--- src/rtl/adc_seq_pkg.sv ---
package adc_seq_pkg;
  typedef enum logic [2:0] {
    ST_IDLE   = 3'd0,
    ST_PREP   = 3'd1,
    ST_CHARGE = 3'd2,
    ST_DISCH  = 3'd3,
    ST_DONE   = 3'd4
  } seq_state_e;
endpackage

--- src/rtl/adc_seq_sync.sv ---
module adc_seq_sync #(
  parameter int STAGES = 2
) (
  input  logic clk_i,
  input  logic rst_ni,
  input  logic d_i,
  output logic q_o
);
  logic [STAGES-1:0] chain_q;

  generate
    for (genvar i = 0; i < STAGES; i++) begin : g_stage
      if (i == 0) begin : g_first
        always_ff @(posedge clk_i or negedge rst_ni) begin
          if (!rst_ni) chain_q[0] <= 1'b0;
          else         chain_q[0] <= d_i;
        end
      end else begin : g_next
        always_ff @(posedge clk_i or negedge rst_ni) begin
          if (!rst_ni) chain_q[i] <= 1'b0;
          else         chain_q[i] <= chain_q[i-1];
        end
      end
    end
  endgenerate

  assign q_o = chain_q[STAGES-1];
endmodule

--- src/rtl/adc_seq_timer.sv ---
module adc_seq_timer #(
  parameter int W = 12
) (
  input  logic         clk_i,
  input  logic         rst_ni,
  input  logic         load_i,
  input  logic [W-1:0] load_val_i,
  output logic         zero_o
);
  logic [W-1:0] cnt_q;

  // Counts down and parks at zero; a phase ends on the edge that sees zero.
  always_ff @(posedge clk_i or negedge rst_ni) begin
    if (!rst_ni)            cnt_q <= '0;
    else if (load_i)        cnt_q <= load_val_i;
    else if (cnt_q != '0)   cnt_q <= cnt_q - 1'b1;
  end

  assign zero_o = (cnt_q == '0);
endmodule

--- src/rtl/adc_seq_ramp.sv ---
module adc_seq_ramp #(
  parameter int W = 13
) (
  input  logic         clk_i,
  input  logic         rst_ni,
  input  logic         clr_i,
  input  logic         en_i,
  output logic [W-1:0] cnt_o,
  output logic         at_max_o
);
  logic [W-1:0] cnt_q;

  always_ff @(posedge clk_i or negedge rst_ni) begin
    if (!rst_ni)     cnt_q <= '0;
    else if (clr_i)  cnt_q <= '0;
    else if (en_i)   cnt_q <= cnt_q + 1'b1;
  end

  assign cnt_o    = cnt_q;
  assign at_max_o = &cnt_q;
endmodule

--- src/rtl/dual_slope_seq.sv ---
module dual_slope_seq
  import adc_seq_pkg::*;
#(
  parameter int RES_W       = 12,
  parameter int NUM_CH      = 36,
  parameter int PREP_CYC    = 16,
  parameter int SYNC_STAGES = 2,
  localparam int CH_W       = $clog2(NUM_CH),
  localparam int CNT_W      = RES_W + 1
) (
  input  logic             clk_i,
  input  logic             rst_ni,
  input  logic             start_i,
  input  logic [CH_W-1:0]  channel_i,
  input  logic             prep_mode_i,
  input  logic             cmp_i,
  output logic [CH_W-1:0]  ch_sel_o,
  output logic             cap_reset_o,
  output logic             precharge_o,
  output logic             charge_o,
  output logic             discharge_o,
  output logic [CNT_W-1:0] result_o,
  output logic             valid_o,
  output logic             overflow_o
);
  localparam int CHG_CYC  = 1 << RES_W;
  localparam int PREP_W   = $clog2(PREP_CYC);
  localparam int TMR_W    = (RES_W > PREP_W) ? RES_W : PREP_W;
  localparam logic [TMR_W-1:0] PREP_LOAD = TMR_W'(PREP_CYC - 1);
  localparam logic [TMR_W-1:0] CHG_LOAD  = TMR_W'(CHG_CYC - 1);
  localparam logic [CH_W-1:0]  CH_LAST   = CH_W'(NUM_CH - 1);
  localparam logic [CNT_W-1:0] LAT       = CNT_W'(SYNC_STAGES);

  seq_state_e       state_q, state_d;
  logic             tmr_load, tmr_zero;
  logic [TMR_W-1:0] tmr_val;
  logic             ramp_clr, ramp_en, ramp_max;
  logic [CNT_W-1:0] ramp_cnt, ramp_comp;
  logic             cmp_s, start_ok, finish;
  logic             mode_q;
  logic [CH_W-1:0]  ch_q;
  logic [CNT_W-1:0] res_q;
  logic             valid_q, ovf_q;

  adc_seq_sync #(.STAGES(SYNC_STAGES)) u_sync (
    .clk_i (clk_i),
    .rst_ni(rst_ni),
    .d_i   (cmp_i),
    .q_o   (cmp_s)
  );

  adc_seq_timer #(.W(TMR_W)) u_timer (
    .clk_i     (clk_i),
    .rst_ni    (rst_ni),
    .load_i    (tmr_load),
    .load_val_i(tmr_val),
    .zero_o    (tmr_zero)
  );

  adc_seq_ramp #(.W(CNT_W)) u_ramp (
    .clk_i   (clk_i),
    .rst_ni  (rst_ni),
    .clr_i   (ramp_clr),
    .en_i    (ramp_en),
    .cnt_o   (ramp_cnt),
    .at_max_o(ramp_max)
  );

  assign start_ok = start_i && (channel_i <= CH_LAST) &&
                    ((state_q == ST_IDLE) || (state_q == ST_DONE));

  // Remove synchroniser latency; clamp when the trip predates the ramp.
  assign ramp_comp = (ramp_cnt >= LAT) ? (ramp_cnt - LAT) : '0;

  always_comb begin
    state_d  = state_q;
    tmr_load = 1'b0;
    tmr_val  = '0;
    ramp_clr = 1'b0;
    ramp_en  = 1'b0;
    finish   = 1'b0;
    unique case (state_q)
      ST_IDLE, ST_DONE: begin
        if (start_ok) begin
          state_d  = ST_PREP;
          tmr_load = 1'b1;
          tmr_val  = PREP_LOAD;
        end
      end
      ST_PREP: begin
        if (tmr_zero) begin
          state_d  = ST_CHARGE;
          tmr_load = 1'b1;
          tmr_val  = CHG_LOAD;
        end
      end
      ST_CHARGE: begin
        if (tmr_zero) begin
          state_d  = ST_DISCH;
          ramp_clr = 1'b1;
        end
      end
      ST_DISCH: begin
        // A trip seen on the terminal cycle wins over overflow.
        if (cmp_s || ramp_max) begin
          state_d = ST_DONE;
          finish  = 1'b1;
        end else begin
          ramp_en = 1'b1;
        end
      end
      default: state_d = ST_IDLE;
    endcase
  end

  always_ff @(posedge clk_i or negedge rst_ni) begin
    if (!rst_ni) begin
      state_q <= ST_IDLE;
      ch_q    <= '0;
      mode_q  <= 1'b0;
      res_q   <= '0;
      valid_q <= 1'b0;
      ovf_q   <= 1'b0;
    end else begin
      state_q <= state_d;
      if (start_ok) begin
        ch_q    <= channel_i;
        mode_q  <= prep_mode_i;
        valid_q <= 1'b0;
        ovf_q   <= 1'b0;
      end else if (finish) begin
        valid_q <= 1'b1;
        ovf_q   <= ~cmp_s;
        res_q   <= cmp_s ? ramp_comp : '1;
      end
    end
  end

  assign ch_sel_o    = ch_q;
  assign cap_reset_o = (state_q == ST_PREP) && !mode_q;
  assign precharge_o = (state_q == ST_PREP) &&  mode_q;
  assign charge_o    = (state_q == ST_CHARGE);
  assign discharge_o = (state_q == ST_DISCH);
  assign result_o    = res_q;
  assign valid_o     = valid_q;
  assign overflow_o  = ovf_q;
endmodule

--- config.mk ---
export PLATFORM = sky130hd
export DESIGN_NAME = dual_slope_seq
export DESIGN_NICKNAME = d
export VERILOG_FILES = /design/src/rtl/adc_seq_pkg.sv /design/src/rtl/adc_seq_sync.sv /design/src/rtl/adc_seq_timer.sv /design/src/rtl/adc_seq_ramp.sv /design/src/rtl/dual_slope_seq.sv
export SDC_FILE = /design/constraint.sdc
export NUM_CORES = 1
export LEC_CHECK = 0
export BUFFER_PORTS_ARGS = -buffer_cell sky130_fd_sc_hd__buf_2
export CORE_MARGIN = 3
export CORE_UTILIZATION = 50
export DETAILED_ROUTE_END_ITERATION = 8
export HOLD_SLACK_MARGIN = 0.02
export PLACE_DENSITY = 0.71
export RECOVER_POWER = 50
export SYNTH_ARGS = -nofsm -noshare
export SYNTH_HDL_FRONTEND = slang
export SYNTH_SLANG_ARGS = --single-unit
--- constraint.sdc ---
create_clock -name clk_i -period 2.8 [get_ports clk_i]
set_clock_uncertainty 0.1 [all_clocks]
set_input_delay 0.28 -clock clk_i [delete_from_list [all_inputs] [get_ports clk_i]]
set_output_delay 0.28 -clock clk_i [all_outputs]
set_load 0.05 [all_outputs]
==> results of run 1 <==
[power by group]
part | switching (mW) | total [mW] | internal (mW)
registers | 0.00111 | 0.753 | 0.752
clock network | 0.255 | 0.525 | 0.269
logic | 0.0180 | 0.0261 | 0.00810
[flip-flops by register name (all words and copies together), names as in the netlist]
register / cells
overflow_o: 1
result_o: 13
u_ramp.cnt_o: 13
u_timer.cnt_q: 12
mode_q: 1
ch_sel_o: 6
u_sync.q_o: 1
state_q: 3
valid_o: 1
u_sync.chain_q: 1
[worst max-delay path, stage by stage (launching register included)]
cell and delay, ns:
dfrtp_1 0.42, inv_1 0.11, ha_1 0.14, nor4b_1 0.46, nand3_1 0.34, nor2_1 0.48
a21oi_1 0.09
[final timing paths]
path                                           endpoint  slack (ns)  cells past startpoint
max reg2reg                 u_ramp.cnt_o[6]$_DFFE_PN0P_        0.52                      6
min reg2reg                        u_sync.q_o$_DFF_PN0_        0.26                      0
min in group asynchronous  u_timer.cnt_q[4]$_DFFE_PN0P_        0.78                      3
max in group asynchronous        state_q[1]$_DFFE_PN0P_        1.04                      3
max                         u_ramp.cnt_o[6]$_DFFE_PN0P_        0.52                      6
min                             ch_sel_o[1]$_DFFE_PN0P_         0.1                      2
[stage by stage]
stage | cell area (um2) | hold WS [ns] | total power, mW | worst slack (ns) | cells
after CTS | 3129 | 0.09058 | 1.323 | 0.5332 | 373
final | 3102 | 0.09903 | 1.304 | 0.5238 | 373
after global routing | 3102 | 0.08613 | 1.353 | 0.2039 | 373
after detailed placement | 2994 | 0.1982 | 0.7965 | 0.5493 | 363
after global placement | 2994 | 0.1989 | 0.7958 | 0.6816 | 363
after floorplan | 2799 | -0.1156 | 0.7693 | 0.7719 | 268
[per-layer routing]
layer	GRT usage	up-vias
li1	-	1053
met1	0.2607	1031
met2	0.2791	39
met3	0.03769	2
met4	0.04054	0
met5	0	-
[cell type report]
| type | instances | area [um2] |
|---|---|---|
| clock inverter | 3 | 46.29 |
| inverter | 8 | 30.03 |
| multi-input combinational | 196 | 1373 |
| sequential | 52 | 1301 |
| timing repair buffer | 39 | 195.2 |
| fill | 468 | 2168 |
| clock buffer | 5 | 68.82 |
| tap | 70 | 87.58 |
[cell usage after synthesis (6+ instances only)]
library cell / n / share of area
dfrtp_1: 52 / 0.46
nand2_1: 20 / 0.027
o21ai_0: 16 / 0.029
a21oi_1: 13 / 0.023
nor2_1: 13 / 0.017
nor3_1: 10 / 0.018
nand3_1: 9 / 0.016
inv_1: 8 / 0.011
xnor2_1: 8 / 0.025
and2_1: 7 / 0.016
mux2_2: 7 / 0.028
ha_1: 6 / 0.027
mux2i_1: 6 / 0.021
o22a_1: 6 / 0.019
[logic make-up after synthesis]
family,after synthesis,share of synthesized area
adders and majority gates,6,0.02682
muxes,13,0.04962
DFF,52,0.4649
buffers and inverters,20,0.04470
xor gates and xnor gates,12,0.03755
and+or+nand+nor,104,0.2244
AOI/OAI and AO/OA,61,0.1520
[what timing repair did]
| item | 4_1_cts | 5_1_grt |
|---|---|---|
| buffers inserted | 0 | 0 |
| hold buffers | 2 | 0 |
| hold endpoints to repair | 53 | 0 |
[placed cells by master, fill, tap and decap left out, types with 5 or more instances in the layout]
master / netlist / final
dfrtp_1: 52 / 52
buf_2: 1 / 25
nand2_1: 20 / 20
o21ai_0: 16 / 16
nor2_1: 13 / 13
a21oi_1: 13 / 13
nor3_1: 10 / 10
clkbuf_1: 3 / 10
nand3_1: 9 / 9
inv_1: 8 / 8
xnor2_1: 8 / 8
and2_1: 7 / 7
mux2_2: 7 / 7
mux2i_1: 6 / 6
o22a_1: 6 / 6
ha_1: 6 / 6
nor3b_1: 5 / 5
o31ai_1: 5 / 5
nand4_1: 5 / 5
nor4_1: 5 / 5
clkbuf_8: 0 / 5
==> out/metrics.cfg, run 1 <==
[detailed_routing]
wl_met1_um = 2777
drt-total-wl_um = 5506
drt_iter0_drc = 125
drc = 0
dr.max_layer_used = met4
antenna_left = 0
viasPerCell = 5.697
wl_per_cell_um = 14.76
met2_length_um = 2497
vias = 2125
wl_met3_um = 203
dr.pass1.iters = 4

[status]
status = completed

[finish]
drive_gt1_frac = 0.1815
area_growth_pct = 10.82
utilization = 0.5886
n_antenna_cell = 0
fin_nets = 319

[synth]
ys_ff_latch = 52
synth.avg_cell_area_um2 = 10.44
synth_enable_flop_cells = 0
synth_cell_types = 54
synth_fp_nets = 285
syn_inst = 268
async_reset_ff_frac = 1.000
yosys_warnings = 0
synth_area_um2 = 2799
ys.flop_type = dfrtp_1
yosysSeqAreaShare = 0.4649

[floorplanning]
die_h_um = 80.82
dieArea_um2 = 6532
core_area_um2 = 5270
initial_core_util = 0.5311
dieWidth_um = 80.82
num_io_pins = 36
rows = 26

[worst_setup_path]
worstPathArrival_ns = 2.34
cp_max_fo = 7
critical_path_required_ns = 2.87
crit_type = flop to flop
crit_start = u_timer.cnt_q[0]$_DFFE_PN0P_
end_kind = flop
worstSetupStartpointType = flop
r2r_start = u_timer.cnt_q[0]$_DFFE_PN0P_

[power]
leakagePower_nw = 1.386
ir_worst_vdd_uv = 266.4
powerDensity_nw_per_um2 = 420.3

[timing]
grt_setup_unrepaired = false
slew_violations = 0
worst_pin_slew_ns = 1.294
hold_viol_final = 0
max_freq_ghz = 0.4393
max-slew-margin-rel = 0.1377
fin_crit_sh = 0.8129
layout_min_cycle_time_ns = 2.276
tns_ns = 0
finalSetupViolations = 0

[cts]
numCtsBuffers = 5
post_cts_resized = 0
cts_sinks = 52
clock-root-buffer = clkbuf_8
clkTransAtPathRegs_ns = 0.10
cts_tree = yes
clockBufferDepth = 2
htreeDepth = 2
clk_latency_ns = 0.30

[grt]
grt_usage = 0.1804
gr-total-overflow = 0
grt_pass1_vias = 1995
antenna_found_initial = 0
grt_pass1_wl_um = 9446
grt_max_degree = 53

[placement]
dp_hpwl_um = 3937
io_buffers = 35
place_congestion = 0.8143

[min_path]
min_from = channel_i[1]
hold_path_class = primary input to flop

[job]
maxCapViolations = 0

No activity file was read; power rests on OpenSTA's default activity.
==> run 2, diff against run 1 <==
==> constraint.sdc (replaced) <==
create_clock -name clk_i -period 2.3 [get_ports clk_i]
set_clock_uncertainty 0.1 [all_clocks]
set_input_delay 0.23 -clock clk_i [delete_from_list [all_inputs] [get_ports clk_i]]
set_output_delay 0.23 -clock clk_i [all_outputs]
set_load 0.05 [all_outputs]
==> out/metrics.cfg, run 2 (same netlist as run 1, synthesis figures left out) <==
[status]
status = completed  ; unchanged

[worst_setup_path]
critical_path_buf_inv_count = 0  ; was 1
worstPathArrival_ns = 2.21  ; was 2.34 ns
path_cells = nand4_4 > or3_2 > nor4_1 > a2bb2oi_1  ; was inv_1 > ha_1 > nor4b_1 > nand3_1 > nor2_1 > a21oi_1
worstSetupStartpointType = flop  ; unchanged
crit_type = flop to flop  ; unchanged
end_kind = flop  ; unchanged
critical_path_required_ns = 2.41  ; was 2.87 ns
r2r-end = u_ramp.cnt_o[9]$_DFFE_PN0P_  ; was u_ramp.cnt_o[6]$_DFFE_PN0P_
reg2reg_slack_ns = 0.20  ; was 0.52 ns
cp_max_fo = 7  ; unchanged
critical-path-max-stage-delay_ns = 0.57  ; was 0.48 ns
r2r_cells = 4  ; was 6
slowest_stage = dfrtp_1  ; was nor2_1
path_delay_family = simple AND/OR/NAND/NOR gates  ; unchanged
r2r_start = u_ramp.cnt_o[5]$_DFFE_PN0P_  ; was u_timer.cnt_q[0]$_DFFE_PN0P_

[finish]
final_common_cell = dfrtp_1  ; unchanged
fin_nets = 329  ; was 319
area_growth_pct = 12.96  ; was 10.82%
n_antenna_cell = 0  ; unchanged
drive_gt1_frac = 0.1725  ; was 0.1815
utilization = 0.6000  ; was 0.5886
final_cell_mix = dfrtp_1, clkbuf_1, nand2_1, o21ai_0, buf_2  ; was dfrtp_1, buf_2, nand2_1, o21ai_0

[timing]
layout_min_cycle_time_ns = 2.101  ; was 2.276 ns
worst_pin_slew_ns = 0.7436  ; was 1.294 ns
finalSetupViolations = 0  ; unchanged
grt_setup_unrepaired = false  ; unchanged
max-slew-margin-rel = 0.5043  ; was 0.1377
slew_violations = 0  ; unchanged
max_freq_ghz = 0.4760  ; was 0.4393 GHz
tns_ns = 0  ; unchanged
hold_viol_final = 0  ; unchanged
fin_crit_sh = 0.9133  ; was 0.8129

[grt]
grt_max_degree = 31  ; was 53
grt_pass1_vias = 2131  ; was 1995
grt_pass1_wl_um = 10190  ; was 9446 um
antenna_found_initial = 0  ; unchanged
grt_usage = 0.1958  ; was 0.1804
gr-total-overflow = 0  ; unchanged

[cts]
clk_latency_ns = 0.30  ; about the same
clkTransAtPathRegs_ns = 0.10  ; about the same
cts_sinks = 52  ; unchanged
cts_tree = yes  ; unchanged
clock-root-buffer = clkbuf_8  ; unchanged
numCtsBuffers = 5  ; unchanged
clockBufferDepth = 2  ; unchanged
htreeDepth = 2  ; unchanged

[min_path]
hold-path-cell-count = 2  ; unchanged
hold_path_class = primary input to flop  ; unchanged
min_to = ch_sel_o[1]$_DFFE_PN0P_  ; unchanged
min_from = channel_i[1]  ; unchanged

[floorplanning]
core_area_um2 = 5270  ; unchanged
dieArea_um2 = 6532  ; unchanged
initial_core_util = 0.5311  ; unchanged
rows = 26  ; unchanged
num_io_pins = 36  ; unchanged
die_h_um = 80.82  ; unchanged
dieWidth_um = 80.82  ; unchanged

[detailed_routing]
drt_iter0_drc = 114  ; was 125
dr.pass1.iters = 4  ; unchanged
antenna_left = 0  ; unchanged
vias = 2194  ; was 2125
wl_per_cell_um = 15.36  ; was 14.76 um
viasPerCell = 5.728  ; was 5.697
drc = 0  ; unchanged
drt-total-wl_um = 5881  ; was 5506 um

[power]
total_power_mw = 1.570  ; was 1.304 mW
ir_worst_vdd_uv = 295.3  ; was 266.4 uV
powerDensity_nw_per_um2 = 496.6  ; was 420.3 nW/um2
leakagePower_nw = 1.378  ; was 1.386 nW

[placement]
dp_hpwl_um = 4321  ; was 3937 um
io_buffers = 35  ; unchanged
place_congestion = 0.8580  ; was 0.8143

[job]
maxCapViolations = 0  ; unchanged

-- run 2: repair_timing --
action                                  CTS  global route
hold buffers                              2             0
endpoints found under the setup margin    0            20
hold endpoints to repair                 29             0
setup buffers                             0             0
resized for setup                         0             2
-- run 2: through the flow --
stage                     instances  setup WS [ns]  cell area [um2]  hold slack, ns
final                           383         0.1993             3162         0.05477
after global routing            383        0.05495             3162         0.04838
after CTS                       383         0.1367             3188         0.04660
after detailed placement        373         0.1683             3057          0.2151
after global placement          373         0.2677             3057          0.2102
after floorplan                 268         0.3219             2799         -0.1656
-- run 2: worst max-delay path by stage --
stage | from | end | cells past startpoint
after global placement | u_ramp.cnt_o[4]$_DFFE_PN0P_ | u_ramp.cnt_o[9]$_DFFE_PN0P_ | 4
after global routing | u_ramp.cnt_o[2]$_DFFE_PN0P_ | u_ramp.cnt_o[9]$_DFFE_PN0P_ | 5
after CTS | u_ramp.cnt_o[4]$_DFFE_PN0P_ | u_ramp.cnt_o[9]$_DFFE_PN0P_ | 4
final | u_ramp.cnt_o[5]$_DFFE_PN0P_ | u_ramp.cnt_o[9]$_DFFE_PN0P_ | 4
after floorplan | state_q[1]$_DFFE_PN0P_ | cap_reset_o | 2
after detailed placement | u_ramp.cnt_o[4]$_DFFE_PN0P_ | u_ramp.cnt_o[9]$_DFFE_PN0P_ | 4
-- run 2: power breakdown --
group / switching (mW) / leakage, nW / internal, mW
clock: 0.299 / 0.0541 / 0.322
sequential: 0.00146 / 0.669 / 0.915
combinational: 0.0222 / 0.655 / 0.0101
-- run 2: metal layers --
metal  up-vias  global-route usage  part of all wire
met5         -                   0                 0
met4         0             0.03547            0.0032
met3         2             0.03437             0.044
met2        53              0.3128              0.47
met1      1057              0.2827              0.48
li1       1082                   -                 -
-- run 2: worst register-to-register path, cell delays in order (launching register included) --
cell	delay, ns
dfrtp_1	0.57
nand4_4	0.18
or3_2	0.54
nor4_1	0.41
a2bb2oi_1	0.22
-- run 2: layout make-up --
type,instances,area (um2)
fill,482,2108
multi-input combinational,196,1379
sequential,52,1303
timing repair buffer,49,251.5
tap,70,87.58
clock buffer,5,68.82
clock inverter,3,42.54
inverter,8,30.03
==> run 3, diff against run 2 <==
--- a/config.mk
+++ b/config.mk
@@ -5,12 +5,13 @@
 export SDC_FILE = /design/constraint.sdc
 export NUM_CORES = 1
 export LEC_CHECK = 0
+export ABC_AREA = 1
 export BUFFER_PORTS_ARGS = -buffer_cell sky130_fd_sc_hd__buf_2
 export CORE_MARGIN = 3
 export CORE_UTILIZATION = 50
 export DETAILED_ROUTE_END_ITERATION = 8
 export HOLD_SLACK_MARGIN = 0.02
-export PLACE_DENSITY = 0.71
+export PLACE_DENSITY = 0.7
 export RECOVER_POWER = 50
 export SYNTH_ARGS = -nofsm -noshare
 export SYNTH_HDL_FRONTEND = slang
==> out/metrics.cfg, run 3 <==
[timing]
grt_setup_unrepaired = false  ; unchanged
setup_ws_ns = 0.4149  ; was 0.1993 ns
hold_viol_final = 0  ; unchanged
holdWs_ns = 0.04277  ; was 0.05477 ns
tns_ns = 0  ; unchanged
worst_pin_slew_ns = 1.232  ; was 0.7436 ns
fin_crit_sh = 0.8196  ; was 0.9133
finalSetupViolations = 0  ; unchanged
max_freq_ghz = 0.5305  ; was 0.4760 GHz
max-slew-margin-rel = 0.1783  ; was 0.5043
slew_violations = 0  ; unchanged
layout_min_cycle_time_ns = 1.885  ; was 2.101 ns

[power]
ir_worst_vdd_uv = 924.4  ; was 295.3 uV
leakagePower_nw = 2.008  ; was 1.378 nW
powerDensity_nw_per_um2 = 1289  ; was 496.6 nW/um2
total_power_mw = 4.557  ; was 1.570 mW

[worst_setup_path]
cp_max_fo = 18  ; was 7
crit_type = flop to flop  ; unchanged
crit_start = u_ramp.cnt_o[0]$_DFFE_PN0P_  ; was u_ramp.cnt_o[5]$_DFFE_PN0P_
worstPathArrival_ns = 2.00  ; was 2.21 ns
end_kind = flop  ; unchanged
critical_path_required_ns = 2.41  ; about the same
r2r_cells = 8  ; was 4
worstSetupStartpointType = flop  ; unchanged
r2r_start = u_ramp.cnt_o[0]$_DFFE_PN0P_  ; was u_ramp.cnt_o[5]$_DFFE_PN0P_
critical-path-max-stage-delay_ns = 0.45  ; was 0.57 ns
r2r-end = u_ramp.cnt_o[10]$_DFFE_PN0P_  ; was u_ramp.cnt_o[9]$_DFFE_PN0P_
slowest_stage = dfrtp_1  ; unchanged
path_cells = ha_1 > nand3_4 > nor2_4 > nand2_2 > nand3_4 > clkinv_2 > nand3_1 > nand2_1  ; was nand4_4 > or3_2 > nor4_1 > a2bb2oi_1
crit_top_cell = nand3_4
reg2reg_slack_ns = 0.41  ; was 0.20 ns

[detailed_routing]
dr.pass1.iters = 4  ; unchanged
wl_per_cell_um = 11.76  ; was 15.36 um
drt_iter0_drc = 167  ; was 114
vias = 2721  ; was 2194
antenna_left = 0  ; unchanged
drc = 0  ; unchanged
drt-total-wl_um = 6541  ; was 5881 um
viasPerCell = 4.894  ; was 5.728

[grt]
gr-total-overflow = 0  ; unchanged
antenna_found_initial = 0  ; unchanged
grt_max_degree = 23  ; was 31
grt_pass1_vias = 2576  ; was 2131
grt_usage = 0.1893  ; was 0.1958
grt_pass1_wl_um = 11440  ; was 10190 um

[cts]
clkTransAtPathRegs_ns = 0.10  ; about the same
clockBufferDepth = 2  ; unchanged
clk_latency_ns = 0.31  ; was 0.30 ns
htreeDepth = 2  ; unchanged
cts_tree = yes  ; unchanged
cts_sinks = 52  ; unchanged
clock-root-buffer = clkbuf_8  ; unchanged
numCtsBuffers = 5  ; unchanged

[min_path]
min_from = prep_mode_i  ; was channel_i[1]
hold_path_class = primary input to flop  ; unchanged
min_to = mode_q$_DFFE_PN0P_  ; was ch_sel_o[1]$_DFFE_PN0P_
hold-path-cell-count = 3  ; was 2

[finish]
final_common_cell = nand2_1  ; was dfrtp_1
area_growth_pct = 10.48  ; was 12.96%
fillers = 597  ; was 482
final_cell_mix = nand2_1, inv_1, dfrtp_1, nand3_1, nor2_1  ; was dfrtp_1, clkbuf_1, nand2_1, o21ai_0, buf_2
fin_nets = 497  ; was 329
drive_gt1_frac = 0.1476  ; was 0.1725
finalNonFillerCells = 556  ; was 383
n_antenna_cell = 0  ; unchanged

[synth]
synth_compound_area_frac = 0.04145  ; was 0.1520
synth_top_area_share = 0.4067  ; was 0.4649
synth_top_family_by_area = simple AND/OR/NAND/NOR gates  ; unchanged
yosys-top-cells-area = dfrtp_1, nand2_1, inv_1, nand3_1, xor2_1  ; was dfrtp_1, o21ai_0, mux2_2, ha_1, nand2_1
yosysSeqAreaShare = 0.4067  ; was 0.4649
synth_xor_area_frac = 0.05475  ; was 0.03755
syn_inst = 441  ; was 268
post-synth-top-count-cell = nand2_1  ; was dfrtp_1
synth_area_um2 = 3199  ; was 2799 um2
ys.flop_type = dfrtp_1  ; unchanged
yosysTopAreaCell = dfrtp_1  ; unchanged
synth.top_cells.by_count = nand2_1, inv_1, dfrtp_1  ; was dfrtp_1, nand2_1, o21ai_0
async_reset_ff_frac = 1.000  ; unchanged
synth_fp_nets = 458  ; was 285
ys_ff_latch = 52  ; unchanged
synthMuxAreaShare = 0  ; was 0.04962
synth_fa_ha_area_frac = 0.02346  ; was 0.02682
synthSimpleGateAreaFrac = 0.3516  ; was 0.2244
yosys_warnings = 0  ; unchanged
synth_enable_flop_cells = 0  ; unchanged
synth.avg_cell_area_um2 = 7.255  ; was 10.44 um2
synth_cell_types = 32  ; was 54

[floorplanning]
initial_core_util = 0.5279  ; was 0.5311
num_io_pins = 36  ; unchanged
rows = 28  ; was 26
die_h_um = 85.99  ; was 80.82 um
core_area_um2 = 6061  ; was 5270 um2
dieArea_um2 = 7394  ; was 6532 um2
dieWidth_um = 85.99  ; was 80.82 um

[placement]
placedCellCount = 543  ; was 373
io_buffers = 35  ; unchanged
dp_hpwl_um = 4816  ; was 4321 um
place_congestion = 0.8754  ; was 0.8580
dp_slack_ns = 0.4412  ; was 0.1683 ns

[job]
maxCapViolations = 0  ; unchanged

[status]
status = completed  ; unchanged

## run 3: cell count changes in the layout (fill, tap and decap cells not counted), moves of 9 or more
cell      before  now
nand3_1        9   42
nor3_1        10    1
nand2_2        0   12
xor2_1         4   19
clkbuf_1      23   11
buf_2         14   24
nor2_1        13   40
inv_1          8   68
nand2_1       20  134
## run 3: how the worst max path moves through the flow
stage / endpoint / slack, ns / cells after the start
floorplan: u_ramp.cnt_o[2]$_DFFE_PN0P_ / 0.53 / 5
global placement: u_ramp.cnt_o[11]$_DFFE_PN0P_ / 0.53 / 8
detailed placement: u_ramp.cnt_o[10]$_DFFE_PN0P_ / 0.44 / 8
CTS: u_ramp.cnt_o[10]$_DFFE_PN0P_ / 0.42 / 8
global route: u_ramp.cnt_o[11]$_DFFE_PN0P_ / 0.23 / 8
finish: u_ramp.cnt_o[10]$_DFFE_PN0P_ / 0.41 / 8
## run 3: cell type report
type                       instances  area, um2  area share
inverter                          79      297.8     0.08425
tap                               75      93.84     0.02655
clock buffer                       5      68.82     0.01947
multi-input combinational        298       1508      0.4265
clock inverter                     3      26.28    0.007434
sequential                        52       1301      0.3681
timing repair buffer              44      239.0     0.06761
## run 3: power by group
part           switching (mW)  total, mW  internal, mW
Clock                   0.340      0.564         0.225
Combinational            1.81       2.50         0.693
Sequential              0.244       1.49          1.25
## run 3: critical path, delay by kind of cell (launching register included)
family	cells	cell delay, ns
and+or+nand+nor	6	0.75
DFF	1	0.45
adders and majority gates	1	0.28
buffers and inverters	1	0.19
## run 3: logic make-up after synthesis
group | count (synthesis)
simple gates | 248
buf+inv | 91
flops | 52
compound gates | 24
xor+xnor | 20
fa+ha+maj | 6
## run 3: layer usage
metal,share of wire,vias up,track usage
met5,0,-,0
met1,0.47,1238,0.2538
met4,0.012,0,0.04317
met2,0.47,61,0.3146
li1,-,1412,-
met3,0.042,10,0.03939
## run 3: per-stage QoR
stage | instance area [um2] | utilization
final | 3535 | 0.5832
after global routing | 3535 | 0.5832
after CTS | 3551 | 0.5859
after global placement | 3406 | 0.5619
after floorplan | 3199 | -
after detailed placement | 3406 | 0.5619
## run 3: timing repair
action / CTS / global route
endpoints found under the hold margin: 24 / 0
resized for setup: 0 / 0
hold buffers: 5 / 0
setup buffers: 0 / 0
